File: src/rtl/wdt_pkg.sv
package wdt_pkg;

   localparam logic [15:0] CNT_KEY = 16'h5A5A;
   localparam logic [23:0] CTL_KEY = 24'hA5A5A5;
   localparam int unsigned OFS_CNT = 0;
   localparam int unsigned OFS_CTL = 4;
   localparam int unsigned BIT_EN  = 7;
   localparam int unsigned BIT_WIP = 5;
   localparam int unsigned BIT_OVF = 4;

   typedef struct packed {
      logic       en;
      logic       keep_ovf;
      logic [2:0] cks;
   } ctl_t;

   function automatic int unsigned div_of(input logic [2:0] code);
      case (code)
         3'd0:    return 1;
         3'd1:    return 4;
         3'd2:    return 16;
         3'd3:    return 32;
         3'd4:    return 64;
         3'd5:    return 128;
         default: return 1024;
      endcase
   endfunction

endpackage

File: src/rtl/wdt_bus_decode.sv
module wdt_bus_decode #(
   parameter int ADDR_W = 4,
   parameter int CNT_W  = 16
) (
   input  logic              reg_wr,
   input  logic [ADDR_W-1:0] reg_addr,
   input  logic [31:0]       reg_wdata,
   output logic              cnt_wr,
   output logic              ctl_wr,
   output logic [CNT_W-1:0]  cnt_val,
   output wdt_pkg::ctl_t     ctl_val
);
   localparam int KEY_W = 32 - CNT_W;

   if (CNT_W != 16) begin : g_bad_cnt_w
      $error("wdt_bus_decode: counter key split needs CNT_W of 16");
   end
   if (ADDR_W < 3) begin : g_bad_addr_w
      $error("wdt_bus_decode: ADDR_W too narrow for the control offset");
   end

   logic hit_cnt, hit_ctl;
   assign hit_cnt = (reg_addr == ADDR_W'(wdt_pkg::OFS_CNT));
   assign hit_ctl = (reg_addr == ADDR_W'(wdt_pkg::OFS_CTL));

   assign cnt_wr  = reg_wr && hit_cnt && (reg_wdata[31:CNT_W] == KEY_W'(wdt_pkg::CNT_KEY));
   assign ctl_wr  = reg_wr && hit_ctl && (reg_wdata[31:8] == wdt_pkg::CTL_KEY);
   assign cnt_val = reg_wdata[CNT_W-1:0];

   assign ctl_val.en       = reg_wdata[wdt_pkg::BIT_EN];
   assign ctl_val.keep_ovf = reg_wdata[wdt_pkg::BIT_OVF];
   assign ctl_val.cks      = reg_wdata[2:0];

   wire unused_wbits = ^{reg_wdata[6:5], reg_wdata[3]};
endmodule

File: src/rtl/wdt_ctrl.sv
module wdt_ctrl #(
   parameter int BUSY_CYCLES = 3
) (
   input  logic          clk,
   input  logic          rst_n,
   input  logic          cnt_wr,
   input  logic          ctl_wr,
   input  wdt_pkg::ctl_t ctl_val,
   output logic          tmr_en,
   output logic [2:0]    cks,
   output logic          wip,
   output logic          clr_ovf
);
   localparam int BW = $clog2(BUSY_CYCLES + 1);

   if (BUSY_CYCLES < 1) begin : g_bad_busy
      $error("wdt_ctrl: BUSY_CYCLES must be at least 1");
   end

   logic [BW-1:0]  busy_q;
   logic           stage_v;
   wdt_pkg::ctl_t  stage_q;
   logic           any_wr, commit;

   assign any_wr  = cnt_wr || ctl_wr;
   assign commit  = stage_v && (busy_q == BW'(1)) && !any_wr;
   assign wip     = (busy_q != '0);
   assign clr_ovf = commit && !stage_q.keep_ovf;

   always_ff @(posedge clk or negedge rst_n) begin
      if (!rst_n) begin
         busy_q  <= '0;
         stage_v <= 1'b0;
         stage_q <= '0;
         tmr_en  <= 1'b0;
         cks     <= '0;
      end else begin
         if (any_wr)
            busy_q <= BW'(BUSY_CYCLES);
         else if (busy_q != '0)
            busy_q <= busy_q - BW'(1);

         if (ctl_wr) begin
            stage_v <= 1'b1;
            stage_q <= ctl_val;
         end else if (commit) begin
            stage_v <= 1'b0;
         end

         if (commit) begin
            tmr_en <= stage_q.en;
            cks    <= stage_q.cks;
         end
      end
   end
endmodule

File: src/rtl/wdt_prescaler.sv
module wdt_prescaler #(
   parameter int PRE_W = 10
) (
   input  logic       clk,
   input  logic       rst_n,
   input  logic       en,
   input  logic [2:0] cks,
   input  logic       clr,
   output logic       tick
);
   if ((2 ** PRE_W) < 1024) begin : g_bad_pre_w
      $error("wdt_prescaler: PRE_W cannot reach the largest division");
   end

   logic [PRE_W-1:0] pre_q;
   logic [7:0]       hit;

   for (genvar g = 0; g < 8; g++) begin : g_code
      localparam int unsigned LIM = wdt_pkg::div_of(3'(g)) - 1;
      assign hit[g] = (pre_q >= PRE_W'(LIM));
   end

   assign tick = en && hit[cks];

   always_ff @(posedge clk or negedge rst_n) begin
      if (!rst_n)
         pre_q <= '0;
      else if (clr || !en || tick)
         pre_q <= '0;
      else
         pre_q <= pre_q + PRE_W'(1);
   end
endmodule

File: src/rtl/wdt_core.sv
module wdt_core #(
   parameter int CNT_W = 16
) (
   input  logic             clk,
   input  logic             rst_n,
   input  logic             tick,
   input  logic             cnt_wr,
   input  logic [CNT_W-1:0] cnt_val,
   input  logic             clr_ovf,
   output logic [CNT_W-1:0] count_q,
   output logic             ovf_flag,
   output logic             rst_req
);
   logic wrap;
   assign wrap = tick && (&count_q) && !cnt_wr;

   always_ff @(posedge clk or negedge rst_n) begin
      if (!rst_n) begin
         count_q  <= '0;
         ovf_flag <= 1'b0;
         rst_req  <= 1'b0;
      end else begin
         if (cnt_wr)
            count_q <= cnt_val;
         else if (tick)
            count_q <= count_q + CNT_W'(1);

         if (wrap)
            ovf_flag <= 1'b1;
         else if (clr_ovf)
            ovf_flag <= 1'b0;

         rst_req <= wrap;
      end
   end
endmodule

File: src/rtl/keyguard_wdt.sv
module keyguard_wdt #(
   parameter int ADDR_W      = 4,
   parameter int CNT_W       = 16,
   parameter int PRE_W       = 10,
   parameter int BUSY_CYCLES = 3
) (
   input  logic              clk,
   input  logic              rst_n,
   input  logic              reg_wr,
   input  logic [ADDR_W-1:0] reg_addr,
   input  logic [31:0]       reg_wdata,
   output logic [31:0]       reg_rdata,
   output logic              rst_req
);
   logic             cnt_wr, ctl_wr, tmr_en, wip, clr_ovf, tick, ovf_flag;
   logic [CNT_W-1:0] cnt_val, count_q;
   logic [2:0]       cks;
   wdt_pkg::ctl_t    ctl_val;

   wdt_bus_decode #(.ADDR_W(ADDR_W), .CNT_W(CNT_W)) u_dec (
      .reg_wr(reg_wr), .reg_addr(reg_addr), .reg_wdata(reg_wdata),
      .cnt_wr(cnt_wr), .ctl_wr(ctl_wr), .cnt_val(cnt_val), .ctl_val(ctl_val)
   );

   wdt_ctrl #(.BUSY_CYCLES(BUSY_CYCLES)) u_ctrl (
      .clk(clk), .rst_n(rst_n), .cnt_wr(cnt_wr), .ctl_wr(ctl_wr),
      .ctl_val(ctl_val), .tmr_en(tmr_en), .cks(cks), .wip(wip), .clr_ovf(clr_ovf)
   );

   wdt_prescaler #(.PRE_W(PRE_W)) u_pre (
      .clk(clk), .rst_n(rst_n), .en(tmr_en), .cks(cks), .clr(cnt_wr), .tick(tick)
   );

   wdt_core #(.CNT_W(CNT_W)) u_core (
      .clk(clk), .rst_n(rst_n), .tick(tick), .cnt_wr(cnt_wr), .cnt_val(cnt_val),
      .clr_ovf(clr_ovf), .count_q(count_q), .ovf_flag(ovf_flag), .rst_req(rst_req)
   );

   always_comb begin
      reg_rdata = '0;
      if (reg_addr == ADDR_W'(wdt_pkg::OFS_CNT)) begin
         reg_rdata[CNT_W-1:0] = count_q;
      end else if (reg_addr == ADDR_W'(wdt_pkg::OFS_CTL)) begin
         reg_rdata[wdt_pkg::BIT_EN]  = tmr_en;
         reg_rdata[wdt_pkg::BIT_WIP] = wip;
         reg_rdata[wdt_pkg::BIT_OVF] = ovf_flag;
         reg_rdata[2:0]              = cks;
      end
   end
endmodule

File: config.mk
export PLATFORM = sky130hd
export DESIGN_NAME = keyguard_wdt
export DESIGN_NICKNAME = d
export VERILOG_FILES = /design/src/rtl/wdt_pkg.sv /design/src/rtl/wdt_bus_decode.sv /design/src/rtl/wdt_ctrl.sv /design/src/rtl/wdt_prescaler.sv /design/src/rtl/wdt_core.sv /design/src/rtl/keyguard_wdt.sv
export SDC_FILE = /design/constraint.sdc
export NUM_CORES = 1
export LEC_CHECK = 0
export ABC_CLOCK_PERIOD_IN_PS = 1900
export CORE_MARGIN = 1
export CORE_UTILIZATION = 43
export DETAILED_ROUTE_END_ITERATION = 7
export HOLD_SLACK_MARGIN = 0.06
export PLACE_DENSITY = 0.76
export SYNTH_ARGS = -nofsm -noshare
export SYNTH_HDL_FRONTEND = slang
export SYNTH_SLANG_ARGS = --single-unit
File: constraint.sdc
create_clock -name clk -period 1.9 [get_ports clk]
set_input_delay 0.19 -clock clk [delete_from_list [all_inputs] [get_ports clk]]
set_output_delay 0.19 -clock clk [all_outputs]
set_load 0.05 [all_outputs]
==> results.cfg, run 1 <==
[outcome]
outcome = complete, but fails checks
violations = setup timing

[global_routing]
antenna_found_initial = 0
grt_pass1_wl_um = 12200
grt_max_degree = 27
grt_pass1_vias = 2520
grt_use_total = 0.259
overflow = 0

[place]
gp_congestion = 0.815
port_buffers = 55
dp_hpwl_um = 4780
place_inst = 426

[floorplan]
core_area_um2 = 5610
row_count = 27
die_height_um = 78.9
start_util = 0.453
die_x_um = 78.9
ios = 72
dieArea_um2 = 6220

[cts]
ctsHtreeMaxLevel = 2
clk_latency_ns = 0.31
cts_tree = yes
cts_buffers = 5
clock-sinks = 40
path_clk_slew_ns = 0.08
cts-root-buf = clkbuf_8
clk_path_buf_depth = 2

[synth]
syn_inst = 267
yosys_warnings = 0
yosysSeqAreaShare = 0.394
syn_area_um2 = 2540
ys_ff_latch = 40
ys_types = 47
synth-edff-count = 0
synth_area_per_cell_um2 = 9.51
synthFlopType = dfrtp_1
synthArstFlopShare = 1.00

[detailed_routing]
ant_nets = 0
via_count = 2626
via_per_inst = 5.78
drcViolationCount = 0
wl_um = 8210
first_pass_iters = 5
avgRoutedWirePerCell_um = 18.1
drtIter0Drc = 203

[pwr]
p_int_mw = 1.36
p_sw_frac = 0.292
power_frac_comb = 0.224
seqPwrFrac = 0.463
pwr_density_cell_nw_per_um2 = 468
p_leak_nw = 1.75
p_sw_mw = 0.563
p_total_mw = 1.93
peakVddDrop_uv = 467
power_frac_clock = 0.313

[timing]
setup_ws_ns = -0.247
tns_ns = -2.81
slew_headroom = 0.565
finalHoldViolations = 0
rsz0062_at_grt = yes
drv_slew = 0
finalClockSkew_ns = 0.00913
fin_crit_ns = 2.15
fin_crit_sh = 1.13
whs_ns = 0.436
setup-violations-final = 28
max_freq_mhz = 466
worstMarginPinSlew_ns = 0.647

[critical_path]
start_kind = register
cp-end-kind = register
arrival_ns = 2.35
critPathKind = register to register
crit_required_ns = 2.11
path_max_fanout = 8

[final_layout]
instances_no_fill = 454
drive_above_1_share = 0.343
num_antenna_cells = 0
fin_nets = 424
n_fill_cell = 341
syn_to_final_growth_pct = 62.0

[flow_run]
maxCapViolations = 0

[min_path]
min_path_type = primary input to async pin
## stage by stage
| stage | cell area, um^2 | utilization | worst slack, ns |
|---|---|---|---|
| 2_1_floorplan | 2610 | - | -0.0328 |
| 3_3_place_gp | 3530 | 0.629 | -0.369 |
| 3_5_place_dp | 3530 | 0.629 | -0.416 |
| 4_1_cts | 3900 | 0.695 | -0.110 |
| 5_1_grt | 4120 | 0.734 | -0.318 |
| 6_report | 4120 | 0.734 | -0.247 |
## sequential cells by signal, indices dropped and copies added, names as in the netlist
name	count
u_ctrl.stage_v	1
u_core.ovf_flag	1
u_ctrl.stage_q	5
u_core.rst_req	1
u_ctrl.cks	3
u_ctrl.busy_q	2
u_pre.pre_q	10
u_core.count_q	16
u_ctrl.tmr_en	1
## cell usage in the layout, fill, tap and decap left out, drive strengths merged, types with 2 or more instances in the layout
cell type,Yosys,routed
a21oi,12,12
nor4bb,5,5
conb,1,16
xor2,12,12
nand2b,4,4
ha,4,4
dfrtp,40,40
nand3b,3,3
o311ai,9,9
and4,3,3
mux2,8,8
a21o,2,2
nor3,5,5
o21ai,8,8
inv,9,9
a22o,5,5
dlymetal6s2s,0,8
nor2,34,34
nand3,8,9
buf,20,75
dlygate4sd2,0,2
and2,15,15
clkbuf,4,7
nand2,16,16
a31oi,6,6
nor4,5,5
nand4,2,2
clkdlybuf4s50,0,28
xnor2,7,7
o31ai,2,2
or3,5,5
and3,5,5
## routing by layer
metal  vias to the layer above  track usage  share of wire
li1                       1153            -              -
met1                      1304        0.291           0.39
met2                       146        0.469           0.52
met3                        23       0.0529          0.058
met4                         0        0.116          0.030
met5                         -            0              0
## synth_stat cells, types with 3 or more instances
library cell	n	share of area
dfrtp_1	40	0.39
ha_1	4	0.020
a22o_1	5	0.017
o311ai_0	8	0.028
xnor2_1	7	0.024
nand2_1	16	0.024
nand3b_1	3	0.0089
mux2_2	8	0.035
a21oi_1	12	0.024
nor4_1	4	0.0099
nor4bb_1	5	0.020
xor2_1	12	0.041
buf_4	17	0.050
nand2b_1	4	0.0099
nor2_1	34	0.050
or3_1	5	0.012
and2_1	15	0.037
o21ai_0	8	0.016
and3_1	4	0.0099
a31oi_1	5	0.012
and4_1	3	0.010
inv_1	9	0.013
nand3_1	6	0.012
nor3_1	4	0.0079
## worst max-delay path: stages (launching register included)
cell	delay, ns
dfrtp_1	0.39
ha_4	0.19
nand3_4	0.09
maj3_2	0.34
a31oi_4	0.24
buf_6	0.20
buf_4	0.13
o311ai_2	0.09
xor2_1	0.17
a21oi_1	0.21
## cell type report
| cell class | instances | area [um^2] | share of cell area |
|---|---|---|---|
| inverter | 9 | 33.8 | 0.00821 |
| multi-input combinational | 210 | 1670 | 0.405 |
| timing repair buffer | 115 | 1230 | 0.299 |
| tap | 72 | 90.1 | 0.0219 |
| clock buffer | 7 | 86.3 | 0.0210 |
| sequential | 40 | 1000 | 0.243 |
| clock inverter | 1 | 7.51 | 0.00182 |
## final timing paths
path / start / end / slack (ns) / cells after the start
worst max-delay path: u_pre.pre_q[0] / u_core.count_q[6] / -0.25 / 9
worst min-delay path: rst_n / u_core.count_q[15] / 0.44 / 2
worst max register to register: u_pre.pre_q[0] / u_core.count_q[6] / -0.25 / 9
worst min register to register: u_ctrl.stage_q[1] / u_ctrl.cks[1] / 0.50 / 2
max in group asynchronous: rst_n / u_core.count_q[1] / 0.89 / 3
min in group clk: reg_wdata[3] / u_core.count_q[3] / 0.49 / 3
## what timing repair did
item                                   in CTS  in global routing
cloned                                      3                  0
resized for setup                          36                 36
setup endpoints to repair                  32                 50
endpoints found under the hold margin      24                  0
setup buffers                               9                  7
hold buffers                                1                  0
pin swaps                                  24                 15
## power by group through the flow
stage / registers (mW) / logic (mW) / clock network [mW]
after detailed placement: 0.908 / 0.416 / 0
final: 0.891 / 0.432 / 0.603
after global routing: 0.894 / 0.471 / 0.644
after global placement: 0.906 / 0.404 / 0
after CTS: 0.891 / 0.425 / 0.604
after floorplan: 0.905 / 0.240 / 0
## cells by family after synthesis
family,share of synthesized area
adders and majority gates,0.0241
muxes,0.0394
DFF,0.394
and+or+nand+nor,0.255
AOI/OAI and AO/OA,0.132
xor gates and xnor gates,0.0655
other,0.00148
buffers and inverters,0.0882
Power figures use the tool's default switching activity.
==> run 2, diff against run 1 <==
Settings changed: ABC_CLOCK_PERIOD_IN_PS 1900 to 2450, CORE_UTILIZATION 43 to 48, PLACE_DENSITY 0.76 to 0.8.
Clock period 1.9 ns to 2.45 ns, I/O delays scaled along.
==> results.cfg, run 2 (synthesis results as in run 1) <==
[pwr]
peakVddDrop_uv = 291
p_leak_nw = 1.36
p_total_mw = 1.53
pwr_density_cell_nw_per_um2 = 453

[detailed_routing]
ant_nets = 0
wl_um = 5710
avgRoutedWirePerCell_um = 14.3
via_count = 2144
drtIter0Drc = 91
via_per_inst = 5.37
first_pass_iters = 5
drcViolationCount = 0

[cts]
cts_buffers = 5
path_clk_slew_ns = 0.08
postCtsHoldBufs = 0
ctsResizeCount = 0
clk_path_buf_depth = 2
cts-root-buf = clkbuf_8
post_cts_buffers = 0
cts_tree = yes
clock-sinks = 40
ctsHtreeMaxLevel = 2
clk_latency_ns = 0.29

[timing]
max_freq_mhz = 439
finalHoldViolations = 0
whs_ns = 0.0601
setup_ws_ns = 0.171
fin_crit_ns = 2.28
fin_crit_sh = 0.930
drv_slew = 0
rsz0062_at_grt = no
finalClockSkew_ns = 0.00633
worstMarginPinSlew_ns = 0.865
slew_headroom = 0.423
setup-violations-final = 0

[floorplan]
ios = 72
die_height_um = 74.7
core_area_um2 = 5110
die_x_um = 74.7
start_util = 0.497
row_count = 26
dieArea_um2 = 5590

[final_layout]
top_register = u_core.count_q
ff_latch_area_um2 = 1000
drive_above_1_share = 0.161
largest_registers = u_core.count_q x16, u_pre.pre_q x10, u_ctrl.stage_q x5
multi_input_area_um2 = 1390
num_antenna_cells = 0
layout_common_cells = 40 x dfrtp_1, 38 x clkdlybuf4s50_1, 34 x nor2_1
n_fill_cell = 411
fin_nets = 371
layout_commonest_cell = dfrtp_1
instances_no_fill = 399
syn_to_final_growth_pct = 33.4
largest_reg_flops = 16

[global_routing]
antenna_found_initial = 0
grt_pass1_wl_um = 9740
overflow = 0
grt_pass1_vias = 2097
grt_use_total = 0.232
grt_max_degree = 41

[place]
post-place-ws_ns = -0.0133
dp_hpwl_um = 4360
gp_congestion = 0.800
port_buffers = 55
place_inst = 391

[critical_path]
start_kind = register
rrSetupSlack_ns = 0.17
crit_chain = ha_1 -> nand3_2 -> maj3_2 -> a31oi_4 -> buf_4 -> nor3_2 -> nor4b_2 -> a21o_1
arrival_ns = 2.51
critPathKind = register to register
rr_worst_depth = 8
path_buf_inv = 1
critPathMaxStageDelay_ns = 0.42
worstReg2RegEnd = u_core.ovf_flag
critical_path.top_delay_family = simple AND/OR/NAND/NOR gates
crit_required_ns = 2.68
worstReg2RegStart = u_pre.pre_q[0]
cp-end-kind = register
path_max_fanout = 8
critical-path-slowest-cell = nor4b_2

[outcome]
outcome = completed

[min_path]
min_path_type = primary input to async pin

[flow_run]
maxCapViolations = 0
[run 2: cell count changes in the layout (fill, tap and decap cells not counted), moves of 3 or more]
| cell | before | now |
|---|---|---|
| o311ai_0 | 0 | 7 |
| buf_4 | 48 | 8 |
| nor4bb_1 | 2 | 5 |
| nor2_1 | 26 | 34 |
| nor2_2 | 6 | 0 |
| o311ai_2 | 6 | 1 |
| clkdlybuf4s50_1 | 28 | 38 |
| dlymetal6s2s_1 | 8 | 0 |
| nor4_4 | 4 | 1 |
| nand3_4 | 3 | 0 |
| buf_6 | 7 | 0 |
[run 2: metrics by stage]
step                      TNS, ns  cell area (um^2)  utilization
after detailed placement  -0.0538              3270        0.639
after global placement          0              3270        0.639
final                           0              3390        0.663
after floorplan                 0              2600            -
after CTS                       0              3380        0.661
after global routing            0              3390        0.663
[run 2: worst max-delay path by stage]
| stage | cells past startpoint | slack [ns] | start | end |
|---|---|---|---|---|
| after CTS | 8 | 0.08 | u_pre.pre_q[0] | u_core.count_q[12] |
| after global routing | 8 | 0.03 | u_pre.pre_q[0] | u_core.ovf_flag |
| after detailed placement | 7 | -0.01 | reg_wdata[27] | u_pre.pre_q[2] |
| after global placement | 7 | 0.11 | reg_wdata[27] | u_pre.pre_q[6] |
| final | 8 | 0.17 | u_pre.pre_q[0] | u_core.ovf_flag |
| after floorplan | 8 | 0.45 | u_pre.pre_q[0] | u_core.count_q[4] |
[run 2: report_power, final]
group / internal, mW / total [mW] / switching [mW]
combinational: 0.129 / 0.301 / 0.172
clock: 0.301 / 0.540 / 0.239
sequential: 0.679 / 0.693 / 0.0145
total: 1.11 / 1.53 / 0.425
[run 2: area by class of cell]
| cell class | instances | share of cell area |
|---|---|---|
| multi-input combinational | 209 | 0.410 |
| sequential | 40 | 0.295 |
| timing repair buffer | 63 | 0.226 |
| tap | 70 | 0.0258 |
| clock buffer | 5 | 0.0203 |
| clock inverter | 3 | 0.0126 |
| inverter | 9 | 0.00997 |
[run 2: layer usage]
metal	share of wire	vias to the layer above	wire length (um)	global-route usage
li1	-	1040	-	-
met1	0.45	1031	2600	0.312
met2	0.49	62	2810	0.382
met3	0.037	11	213	0.0482
met4	0.015	0	84	0.0608
met5	0	-	0	0
[run 2: worst register-to-register path: stages (launching register included)]
cell and delay (ns):
dfrtp_1 0.40, ha_1 0.26, nand3_2 0.12, maj3_2 0.34, a31oi_4 0.27, buf_4 0.21, nor3_2 0.07, nor4b_2 0.42
a21o_1 0.13
==> run 3, diff against run 2 <==
Settings changed: ABC_AREA from default to 1, CORE_UTILIZATION 48 to 50, PLACE_DENSITY 0.8 to 0.81.
==> results.cfg, run 3 <==
[critical_path]
start_kind = primary input
critPathKind = primary input to primary output
crit_required_ns = 2.20
critical-path-slowest-cell = clkdlybuf4s50_1
path_max_fanout = 7
arrival_ns = 1.83
crit_chain = clkdlybuf4s50_1 -> nor2_4 -> nand3_1 -> inv_1 -> nand2_1 -> o21ai_0 -> buf_12
cp-end-kind = primary output
critPathMaxStageDelay_ns = 0.44
rrSetupSlack_ns = 0.42

[global_routing]
grt_max_degree = 41
gr-usage-met3 = 0.0425
use_met1 = 0.339
grt_busiest_layer = met2
overflow = 0
grt_use_total = 0.252
grt_pass1_vias = 2766
grt_pass1_wl_um = 12200
grtUsageMet2 = 0.416
antenna_found_initial = 0

[final_layout]
largest_reg_flops = 16
num_antenna_cells = 0
fin_nets = 525
largest_registers = u_core.count_q x16, u_pre.pre_q x10, u_ctrl.stage_q x5
drive_above_1_share = 0.0911
top_register = u_core.count_q
n_fill_cell = 533
syn_to_final_growth_pct = 22.1
layout_commonest_cell = nand2_1
layout_common_cells = 105 x nand2_1, 57 x inv_1, 55 x nand3_1
multi_input_area_um2 = 1600
ff_latch_area_um2 = 1000

[synth]
synth_most_common_cell = nand2_1
syn_inst = 428
synth_common_cells = 105 x nand2_1, 57 x inv_1, 55 x nand3_1
ys_ff_latch = 40
yosysTopAreaCell = dfrtp_1
synthArstFlopShare = 1.00
synthFlopType = dfrtp_1
synth_top_family_by_area = simple AND/OR/NAND/NOR gates
yosys.area_share.adder = 0.0170
synth_compound_area_frac = 0.0531
synthMuxAreaShare = 0
synth-edff-count = 0
synth_area_leaders = dfrtp_1 34%, nand2_1 13%, nand3_1 9.3%
synth_area_per_cell_um2 = 6.88
ys_types = 33
syn_area_um2 = 2950
yosys_warnings = 0
yosysSeqAreaShare = 0.340
synth-simple-area-share = 0.415
synth_xor_area_frac = 0.0387
synth_top_cell_area_share = 0.340

[flow_run]
maxCapViolations = 0

[detailed_routing]
avgRoutedWirePerCell_um = 12.9
wl_um = 7160
via_per_inst = 5.21
drtIter0Drc = 314
first_pass_iters = 4
via_count = 2892
drcViolationCount = 0
ant_nets = 0

[floorplan]
core_area_um2 = 5610
row_count = 27
ios = 72
die_x_um = 78.8
dieArea_um2 = 6200
start_util = 0.525
die_height_um = 78.8

[pwr]
p_total_mw = 1.44
p_leak_nw = 1.73
pwr_density_cell_nw_per_um2 = 401
peakVddDrop_uv = 242

[cts]
cts-root-buf = clkbuf_8
postCtsHoldBufs = 0
clock-sinks = 40
clk_path_buf_depth = 2
post_cts_buffers = 0
ctsHtreeMaxLevel = 2
ctsResizeCount = 0
path_clk_slew_ns = 0.08
clk_latency_ns = 0.29
cts_tree = yes
cts_buffers = 5

[timing]
drv_slew = 0
fin_crit_sh = 0.848
rsz0062_at_grt = no
max_freq_mhz = 481
finalHoldViolations = 0
setup-violations-final = 0
slew_headroom = 0.393
fin_crit_ns = 2.08
worstMarginPinSlew_ns = 0.911
finalClockSkew_ns = 0.00344
whs_ns = 0.0719
tns_ns = 0

[min_path]
min_path_type = primary input to async pin

[place]
gp_congestion = 0.930
dp_hpwl_um = 5510
port_buffers = 55

[outcome]
outcome = completed
[run 3: cell count changes in the layout (fill, tap and decap cells not counted), sizes merged, moves of 8 or more]
| cell | previous run | this run |
|---|---|---|
| nand2 | 16 | 111 |
| nand3 | 8 | 58 |
| inv | 9 | 57 |
| nor2 | 34 | 58 |
| and2 | 15 | 1 |
| o21ai | 8 | 21 |
| nand4 | 2 | 14 |
| a21oi | 12 | 3 |
| o311ai | 9 | 0 |
| mux2 | 8 | 0 |
[run 3: layer usage]
layer | vias to the layer above | wire length, um
met4 | 0 | 90
met2 | 112 | 3360
met1 | 1326 | 3220
met3 | 10 | 491
li1 | 1444 | -
met5 | - | 0
[run 3: where the power goes]
group | switching (mW) | total (mW) | leakage, nW | internal [mW]
clock network | 0.239 | 0.468 | 0.0445 | 0.229
registers | 0.0113 | 0.690 | 0.550 | 0.678
logic | 0.174 | 0.286 | 1.13 | 0.111
[run 3: path summary, 6_finish.rpt]
path / startpoint / end / cells after the start
setup / recovery: reg_addr[1] / reg_rdata[7] / 7
hold / removal: rst_n / u_pre.pre_q[4] / 1
setup reg to reg: u_pre.pre_q[0] / u_pre.pre_q[0] / 10
hold reg to reg: u_ctrl.stage_q[4] / u_ctrl.stage_q[4] / 2
max in group asynchronous: rst_n / u_core.count_q[9] / 1
min in group clk: u_ctrl.stage_q[4] / u_ctrl.stage_q[4] / 2
[run 3: worst max-delay path, delay by kind of cell]
kind / cells / cell delay, ns
AND/OR/NAND/NOR: 3 / 0.54
buffers and inverters: 3 / 0.87
AO/OA/AOI/OAI: 1 / 0.17
[run 3: stage by stage]
step | cell area [um^2] | setup WS, ns | utilization | std cells
after floorplan | 3000 | 0.502 | - | 443
after global placement | 3500 | 0.286 | 0.624 | 547
after detailed placement | 3500 | 0.245 | 0.624 | 547
after CTS | 3600 | 0.381 | 0.641 | 555
after global routing | 3600 | 0.231 | 0.641 | 555
final | 3600 | 0.371 | 0.641 | 555
[run 3: cell type report]
class / instances / share of cell area
Clock buffer: 7 / 0.0240
Tap cell: 72 / 0.0251
Clock inverter: 1 / 0.00209
Timing Repair Buffer: 57 / 0.166
Multi-Input combinational cell: 321 / 0.445
Sequential cell: 40 / 0.278
Inverter: 57 / 0.0595
[run 3: kinds of logic (layout without fill, tap and decap cells)]
kind of cell | after synthesis | after routing
flops | 40 | 40
fa+ha+maj | 4 | 4
other cells | 1 | 16
simple gates | 259 | 259
xor+xnor | 13 | 13
buf+inv | 82 | 122
compound gates | 29 | 29
